## config.mk

```make
export PLATFORM = sky130hd
export DESIGN_NAME = fetch_sel
export DESIGN_NICKNAME = d
export VERILOG_FILES = /design/src/rtl/fetch_sel_pkg.sv /design/src/rtl/fetch_sel_ctr.sv /design/src/rtl/fetch_sel_pick.sv /design/src/rtl/fetch_sel.sv
export SDC_FILE = /design/constraint.sdc
export NUM_CORES = 1
export LEC_CHECK = 0
export BUFFER_PORTS_ARGS = -buffer_cell sky130_fd_sc_hd__buf_2
export CORE_ASPECT_RATIO = 0.7
export CORE_MARGIN = 2
export CORE_UTILIZATION = 25
export DETAILED_ROUTE_END_ITERATION = 16
export GPL_TIMING_DRIVEN = 0
export PLACE_DENSITY = 0.35
export SLEW_MARGIN = 20
export SYNTH_ARGS = -nofsm -noshare
export SYNTH_HDL_FRONTEND = slang
export SYNTH_SLANG_ARGS = --single-unit
```

## constraint.sdc

```tcl
create_clock -name clk -period 60.9 [get_ports clk]
set_clock_uncertainty 0.2 [all_clocks]
set_input_delay 6.09 -clock clk [delete_from_list [all_inputs] [get_ports clk]]
set_output_delay 6.09 -clock clk [all_outputs]
set_load 0.05 [all_outputs]
```

## src/rtl/fetch_sel_pkg.sv

```systemverilog
package fetch_sel_pkg;

  typedef enum logic [1:0] {
    SEL_ROTATE          = 2'd0,
    SEL_FEWEST_INSNS    = 2'd1,
    SEL_FEWEST_BRANCHES = 2'd2,
    SEL_FEWEST_MISSES   = 2'd3
  } sel_mode_e;

  // distance of thread t from pointer p on a ring of n threads
  function automatic int rot_dist(input int t, input int p, input int n);
    return (t >= p) ? (t - p) : (t + n - p);
  endfunction

  // one counter step: clamp at both ends, opposite events cancel
  function automatic int sat_step(input int cur, input logic up, input logic dn,
                                  input int maxv);
    if (up && !dn) return (cur == maxv) ? cur : cur + 1;
    if (dn && !up) return (cur == 0) ? cur : cur - 1;
    return cur;
  endfunction

endpackage

```

## src/rtl/fetch_sel_ctr.sv

```systemverilog
module fetch_sel_ctr
  import fetch_sel_pkg::*;
#(
  parameter int NUM_THREADS = 8,
  parameter int CNT_W       = 4
) (
  input  logic                         clk,
  input  logic                         rst_n,
  input  logic [NUM_THREADS-1:0]       inc,
  input  logic [NUM_THREADS-1:0]       dec,
  output logic [NUM_THREADS*CNT_W-1:0] cnt
);
  localparam int CNT_MAX = (1 << CNT_W) - 1;

  for (genvar t = 0; t < NUM_THREADS; t++) begin : g_thr
    logic [CNT_W-1:0] cnt_q;
    always_ff @(posedge clk or negedge rst_n) begin
      if (!rst_n) cnt_q <= '0;
      else        cnt_q <= CNT_W'(sat_step(int'(cnt_q), inc[t], dec[t], CNT_MAX));
    end
    assign cnt[t*CNT_W +: CNT_W] = cnt_q;
  end

endmodule

```

## src/rtl/fetch_sel_pick.sv

```systemverilog
module fetch_sel_pick #(
  parameter int NUM_THREADS = 8,
  parameter int GRANTS      = 2,
  parameter int KEY_W       = 7,
  parameter int TID_W       = 3
) (
  input  logic [NUM_THREADS*KEY_W-1:0] keys,
  input  logic [NUM_THREADS-1:0]       elig,
  output logic [GRANTS-1:0]            vld,
  output logic [GRANTS*TID_W-1:0]      tid
);
  // GRANTS passes; each takes the smallest key not yet taken
  always_comb begin
    logic [NUM_THREADS-1:0] taken;
    logic [KEY_W-1:0]       best_key;
    int                     best_idx;
    taken = '0;
    vld   = '0;
    tid   = '0;
    for (int l = 0; l < GRANTS; l++) begin
      best_key = '0;
      best_idx = 0;
      for (int t = 0; t < NUM_THREADS; t++) begin
        if (elig[t] && !taken[t] &&
            (!vld[l] || keys[t*KEY_W +: KEY_W] < best_key)) begin
          vld[l]   = 1'b1;
          best_key = keys[t*KEY_W +: KEY_W];
          best_idx = t;
        end
      end
      if (vld[l]) begin
        taken[best_idx]         = 1'b1;
        tid[l*TID_W +: TID_W]   = TID_W'(best_idx);
      end
    end
  end

endmodule

```

## src/rtl/fetch_sel.sv

```systemverilog
module fetch_sel
  import fetch_sel_pkg::*;
#(
  parameter int NUM_THREADS = 8,
  parameter int GRANTS      = 2,
  parameter int SLOTS       = 4,
  parameter int CNT_W       = 4,
  localparam int TID_W      = (NUM_THREADS > 1) ? $clog2(NUM_THREADS) : 1,
  localparam int SLOT_W     = $clog2(SLOTS + 1)
) (
  input  logic                       clk,
  input  logic                       rst_n,
  input  logic [1:0]                 mode,
  input  logic [NUM_THREADS-1:0]     active_mask,
  input  logic [NUM_THREADS-1:0]     ic_inc,
  input  logic [NUM_THREADS-1:0]     ic_dec,
  input  logic [NUM_THREADS-1:0]     br_inc,
  input  logic [NUM_THREADS-1:0]     br_dec,
  input  logic [NUM_THREADS-1:0]     miss_inc,
  input  logic [NUM_THREADS-1:0]     miss_dec,
  output logic [GRANTS-1:0]          grant_valid,
  output logic [GRANTS*TID_W-1:0]    grant_tid,
  output logic [GRANTS*SLOT_W-1:0]   grant_slots
);
  localparam int KEY_W = CNT_W + TID_W;

  // named internal events, watched by the checker
  logic [NUM_THREADS*CNT_W-1:0] ic_cnt, br_cnt, miss_cnt;
  logic [TID_W-1:0]             ptr;
  logic [NUM_THREADS*KEY_W-1:0] keys;
  logic [GRANTS-1:0]            sel_vld;
  logic [GRANTS*TID_W-1:0]      sel_tid;

  fetch_sel_ctr #(.NUM_THREADS(NUM_THREADS), .CNT_W(CNT_W)) u_ic_ctr (
    .clk(clk), .rst_n(rst_n), .inc(ic_inc), .dec(ic_dec), .cnt(ic_cnt));
  fetch_sel_ctr #(.NUM_THREADS(NUM_THREADS), .CNT_W(CNT_W)) u_br_ctr (
    .clk(clk), .rst_n(rst_n), .inc(br_inc), .dec(br_dec), .cnt(br_cnt));
  fetch_sel_ctr #(.NUM_THREADS(NUM_THREADS), .CNT_W(CNT_W)) u_miss_ctr (
    .clk(clk), .rst_n(rst_n), .inc(miss_inc), .dec(miss_dec), .cnt(miss_cnt));

  // key = {policy metric, rotation distance}; lower key wins
  always_comb begin
    logic [CNT_W-1:0] metric;
    for (int t = 0; t < NUM_THREADS; t++) begin
      unique case (sel_mode_e'(mode))
        SEL_FEWEST_INSNS:    metric = ic_cnt[t*CNT_W +: CNT_W];
        SEL_FEWEST_BRANCHES: metric = br_cnt[t*CNT_W +: CNT_W];
        SEL_FEWEST_MISSES:   metric = miss_cnt[t*CNT_W +: CNT_W];
        default:             metric = '0;
      endcase
      keys[t*KEY_W +: KEY_W] = {metric, TID_W'(rot_dist(t, int'(ptr), NUM_THREADS))};
    end
  end

  fetch_sel_pick #(.NUM_THREADS(NUM_THREADS), .GRANTS(GRANTS),
                   .KEY_W(KEY_W), .TID_W(TID_W)) u_pick (
    .keys(keys), .elig(active_mask), .vld(sel_vld), .tid(sel_tid));

  always_ff @(posedge clk or negedge rst_n) begin
    if (!rst_n) begin
      grant_valid <= '0;
      grant_tid   <= '0;
      ptr         <= '0;
    end else begin
      grant_valid <= sel_vld;
      grant_tid   <= sel_tid;
      ptr         <= (int'(ptr) == NUM_THREADS - 1) ? '0 : ptr + 1'b1;
    end
  end

  for (genvar l = 0; l < GRANTS; l++) begin : g_slots
    assign grant_slots[l*SLOT_W +: SLOT_W] = grant_valid[l] ? SLOT_W'(SLOTS) : '0;
  end

endmodule

```

### After elaboration in Yosys (flattened, before gate mapping)

Index checks and enable logic that the tools add are counted.

* $add $sub $neg: 64
* multiply operators: 0
* div/mod/pow operators: 0
* magnitude comparators: 23
* equal/unequal tests: 52
* shifts and indexed selects: 0
* multiplexer cells: 283
* bitwise gates (word level): 0
* reduce and logical (&&, ||, !) cells: 227

Operators by type and width (number)
* $mux W4: 144
* $mux W32: 6
* $lt A7 B7 Y1: 14
* $mux W7: 14
* $add A4 B1 Y4 const B: 24
* $eq A4 B1 Y1 const B: 24
* $logic_not A4 Y1: 24
* $pmux W4 S3: 8
* $sub A4 B1 Y4 const B: 24
* $mux W1: 91
* $ne A3 B2 Y1 const B: 24
* $logic_and A1 B1 Y1: 71
* $logic_not A1 Y1: 70
* $mux W3: 16
* $reduce_and A2 Y1: 24
* $reduce_bool A2 Y1: 24
* $ge A32 B1 Y1 const B: 1
* $lt A32 B5 Y1 const B: 1
* $sub A3 B3 Y3 const A: 7
* $logic_or A1 B1 Y1: 14
* $sub A1 B3 Y3 const A: 4
* $sub A2 B3 Y3 const A: 4
* $ge A3 B3 Y1 const A: 3
* $mux W8: 1
* 8 further kinds: 12

* bits in registers: 107
* latch bits: 0
* memory bits (writable): 0
* memory bits (read-only): 0
* input bits: 60
* output and inout bits: 14
* logic and storage cells: 676
* memories: 0

### Depth between registers and ports, before layout

* depth in word-level cells: 68
* depth in mapped cells: 138
* depth with buffers taken out: 126

### Modules after synthesis

A second synthesis with hierarchy kept.

* cells, all modules: 1722
* area total of the unflattened synthesis: 14417.6 sq um

Modules (own cells, without submodules)
* fetch_sel_ctr: times used 3, cells an instance 349, area each 2994.1 sq um, sequential area each 800.8 sq um
* fetch_sel_pick: times used 1, cells an instance 566, area each 4122.7 sq um, sequential area each 0.0 sq um
* fetch_sel: times used 1, cells an instance 109, area each 1312.5 sq um, sequential area each 275.3 sq um

### Worst setup path before layout

Ideal clock, no wire load.

* path type: in2reg
* start: input port mode[0]
* end: register grant_tid[5]
* setup time: 0.139 ns
* data arrival time: 30.208 ns
* data required time: 60.562 ns
* path slack: 30.354 ns
* stages on the path: 119
* buffers on the path: 12
* path through: clkbuf_1 > clkbuf_1 > o21ai_0 > a22oi_1 > inv_1 > ha_1 > and3_1 > o211ai_1 > o211a_1 > nor2_1 > mux2_2 > ha_1 > o2111ai_1 > o211ai_1 > a21oi_1 > o31ai_1 > clkbuf_1 > mux2_2 > [83 not listed] > nand2_1 > buf_2 > and2_1 > nor2_1 > ha_1 > a21o_1 > a21o_1 > a21oi_1 > o21a_1 > o21a_1 > o21a_1 > buf_6 > mux2_2 > ha_1 > o211ai_1 > or3_1 > o211ai_1 > or4b_1

* word-level cells in the longest chain between the ends: 68
* elaborated cells between the ends (all ways): 129
* those cells by class: order compare: 16; eq/ne: 3; mux: 52; reduce/logical: 58

Ends and longest elaborated chain
* from (decl): line fetch_sel.sv:13 `input logic [1:0] mode,`
* $eq A2 B2 Y1 or $eq A2 B1 Y1 (tied branches): line fetch_sel.sv:45 `unique case (sel_mode_e'(mode))`
* $pmux W4 S3: line fetch_sel.sv:45
* $mux W7: line fetch_sel_pick.sv:24 `if (elig[t] && !taken[t] &&`
* $lt A7 B7 Y1: line fetch_sel_pick.sv:25 `(!vld[l] || keys[t*KEY_W +: KEY_W] < best_key)) begin`
* $logic_or A1 B1 Y1: line fetch_sel_pick.sv:25
* $logic_and A1 B1 Y1: line fetch_sel_pick.sv:24
* $mux W7 or $mux W1 (tied branches): line fetch_sel_pick.sv:24
* $lt A7 B7 Y1 or $logic_not A1 Y1 (tied branches): line fetch_sel_pick.sv:25
* [53 not listed]
* $logic_and A1 B1 Y1: line fetch_sel_pick.sv:24
* $mux W7 or $mux W1 (tied branches): line fetch_sel_pick.sv:24
* $lt A7 B7 Y1 or $logic_not A1 Y1 (tied branches): line fetch_sel_pick.sv:25
* $logic_or A1 B1 Y1: line fetch_sel_pick.sv:25
* $logic_and A1 B1 Y1: line fetch_sel_pick.sv:24
* $mux W3 or $mux W1 (tied branches): line fetch_sel_pick.sv:24
* $mux W3 *: line fetch_sel_pick.sv:31 `if (vld[l]) begin`
* named net sel_tid[5]: line fetch_sel.sv:32 `logic [GRANTS*TID_W-1:0] sel_tid;`
* to (signal assigned): line fetch_sel.sv:66 `grant_tid <= sel_tid;`
* to (decl): line fetch_sel.sv:22 `output logic [GRANTS*TID_W-1:0] grant_tid,`

The timed path passes the listed nets; every way through them passes the cells marked *.
A chain may end at the register's enable or synchronous reset.

### Worst setup path in the final report

Same ends and word-level chain as after synthesis.

==> results.md <==
- Vias in the first global route: 11730
- Count of final setup violators: 0
- Global-route wire length before repair: 65790 um
- Mapped Area: between 0.01 and 0.015 mm^2
- Cts hold-fix bufs: 0
- Tightest Pin Transition: just under 0.8 ns
- Yosys reg bits: 107
- Clock Root Buffer: clkbuf_16
- CTS H-Tree Depth: 3
- Num CTS Buffers: 9
- Share of cells above drive strength 1: about 10%
- Cell mode on critical path: ha_1
- CP Capture Type: register
- Initial Utilization: 25.17%
- Synthesis Warnings: 0
- Clock-pin slew on the worst setup and hold paths: 0.08 ns
- Post-DP Area: 0.01474 mm^2
- Relative slew slack: 46.98%
- Seq/Total Area, Yosys: around 20%
- Critical Path Source Type: input port
- DRC Markers: 0
- Initial antenna violation count: 0
- Setup_tns: 0 ns
- Largest net degree at the start of global routing: 57
- Count of port buffers added during placement: 68
- Post-synth EDFFs: 0
- Antenna cells: 0
- Area growth from synthesis to layout: 11.74%
- I/O pin count: 74
- Unrepaired setup endpoints after global routing: no
- Leak: 0.006720 uW
- Hpwl dp: 33060 um
- Total grt overflow: 0
- Critical path's largest stage delay: between 0.6 and 0.7 ns
- VDD IR max: 0.00002187 V
- Post-synth top area share: 19.92%
- Dominant synthesized flop cell: dfrtp_1
- Leading area contributor after synthesis: dfrtp_1
- Most frequent cells after synthesis: 206 x ha_1, 203 x nand2_1, 170 x o21ai_0
- Syn_area_per_cell: 7.663 um^2
- Critical Path AT: 37.73 ns
- Worst EP required: between 60 and 70 ns
- CTS Sinks: 107
- Avg WL per Cell: 16.05 um
- Most frequent cell after synthesis: ha_1
- Distinct cells, synth: 93
- Hold crit path type: reg -> reg
- Final Hold Viols: 0
- Design area: 0.01502 mm^2
- Die X: 281.1 um
- Postcts setup bufs: 0
- Remaining antenna violation count after routing: 0
- CP Max Fanout: 10
- Worst-skew pair later-pin latency: 0.40 ns
- Final Cycle Share: 61.85%
- GPL Wtd Cong: 0.8187
- Post-layout min period: 37.67 ns
- CTS Buffer Depth: 2
- Core area: 0.05339 mm^2
- Total GRT Usage: between 15 and 20%
- Post-Route WL: slightly above 40000 um
- # rows: 71
- Max cap viols: 0
- Die area: between 0.05 and 0.06 mm^2
- Async SR Flop Fraction: 100.0%
- Fmax: 0.02655 GHz
- DR pass1 iterations: 5
- Vias post-DR: 12620
- Mapped Cells: about 1800
- Nets: between 2000 and 2500
- PD cells: 52.63 mW/mm^2
- TritonCTS clock tree: done
- Vias per inst: about 4.9
- CTS resizes: 0
- Critical-path top delay cell: a2111oi_0
- 1st-iter DRT viols: 856
- Top cells by area, synth: dfrtp_1 20%, ha_1 19%, o21ai_0 6.3%, nand2_1 5.7%, inv_1 4.7%
- Slew Limit Fails: 0
- Status: finished, final reports clean
- Crit Path Class: in -> reg
- Die Height: around 200 um
kinds of logic after synthesis:
group | share of synthesized area, %
multiplexers | 3.584
AND/OR/NAND/NOR | 18.97
other | 0.02790
XOR/XNOR | 1.303
buffers and inverters | 7.028
flip-flops | 19.92
adder cells (fa/ha/maj) | 19.18
AO/OA/AOI/OAI | 29.99
power breakdown:
group	internal, uW	leakage (uW)	switching (uW)
combinational	232	0.00521	373
sequential	93.2	0.00137	29.6
clock	31.6	0.000133	30.8
total	356	0.00672	434
cell usage in the layout, fill, tap and decap left out, types with 13 or more instances in the layout:
| master | n |
|---|---|
| a31o_2 | 22 |
| o211ai_1 | 21 |
| o31ai_1 | 29 |
| clkbuf_1 | 46 |
| a22oi_1 | 25 |
| nor2b_1 | 37 |
| nand4_1 | 13 |
| ha_1 | 206 |
| a31oi_1 | 29 |
| dfrtp_1 | 107 |
| nor3_1 | 37 |
| a211oi_1 | 14 |
| mux2_2 | 29 |
| nand2b_1 | 15 |
| nand3_1 | 64 |
| nor2_1 | 128 |
| buf_2 | 69 |
| a21o_1 | 30 |
| mux2i_1 | 14 |
| a22o_1 | 48 |
| a21oi_1 | 119 |
| inv_1 | 169 |
| nand2_1 | 203 |
| o21ai_0 | 169 |
critical path, delay by kind of cell:
| family | cells | cell delay, ns |
|---|---|---|
| compound gates | 59 | 14.99 |
| fa+ha+maj | 14 | 4.29 |
| buf+inv | 13 | 4.12 |
| mux | 5 | 2.05 |
| simple gates | 30 | 6.16 |
metal layers:
metal  vias up  wire length [um]  part of all wire [%]  GRT usage [%]
met1      5910             23430                    57          24.01
li1       6487                 -                     -              -
met2       203             15480                    38          20.08
met5         -                 0                     0              0
met4         0               446                   1.1          3.466
met3        24              1897                   4.6          2.855
final timing paths:
| path | from | depth (start not counted) | slack, ns | endpoint |
|---|---|---|---|---|
| min in group asynchronous | rst_n | 1 | 5.45 | u_br_ctr.g_thr[7].cnt_q[3] |
| min | u_br_ctr.g_thr[3].cnt_q[1] | 2 | 0.38 | u_br_ctr.g_thr[3].cnt_q[1] |
| max in group asynchronous | rst_n | 2 | 54.35 | u_miss_ctr.g_thr[3].cnt_q[3] |
| max | mode[0] | 121 | 23.23 | grant_tid[5] |
| min reg2reg | u_br_ctr.g_thr[3].cnt_q[1] | 2 | 0.38 | u_br_ctr.g_thr[3].cnt_q[1] |
| max reg2reg | ptr[1] | 119 | 28.51 | grant_tid[5] |
sequential cells by signal, indices dropped and copies added (netlist names):
| signal | cells |
|---|---|
| ptr | 3 |
| u_miss_ctr.g_thr.cnt_q | 32 |
| grant_tid | 6 |
| u_br_ctr.g_thr.cnt_q | 32 |
| grant_valid | 2 |
| u_ic_ctr.g_thr.cnt_q | 32 |
per-stage QoR:
step,hold slack (ns),total power [uW],util (%),cells,setup WS (ns)
after global routing,0.4281,875.3,28.13,2570,21.18
after CTS,0.3758,790.9,28.13,2570,23.59
after floorplan,0.3109,555.4,-,1757,30.35
after global placement,0.3615,724.8,27.54,2555,23.13
after detailed placement,0.3606,720.8,27.61,2556,23.27
final,0.3826,790.4,28.13,2570,23.23
area by class of cell:
class / count / area (um^2)
flip-flops and latches: 107 / 2678
repair buffers: 69 / 377.9
clock inverters: 2 / 38.79
inverters: 172 / 645.6
clock buffers: 12 / 236.5
multi-input cells: 1416 / 9829
plain buffers: 62 / 299.0
fillers: 5806 / 38370
well taps: 730 / 913.4
(Power assumes the default switching activity.)
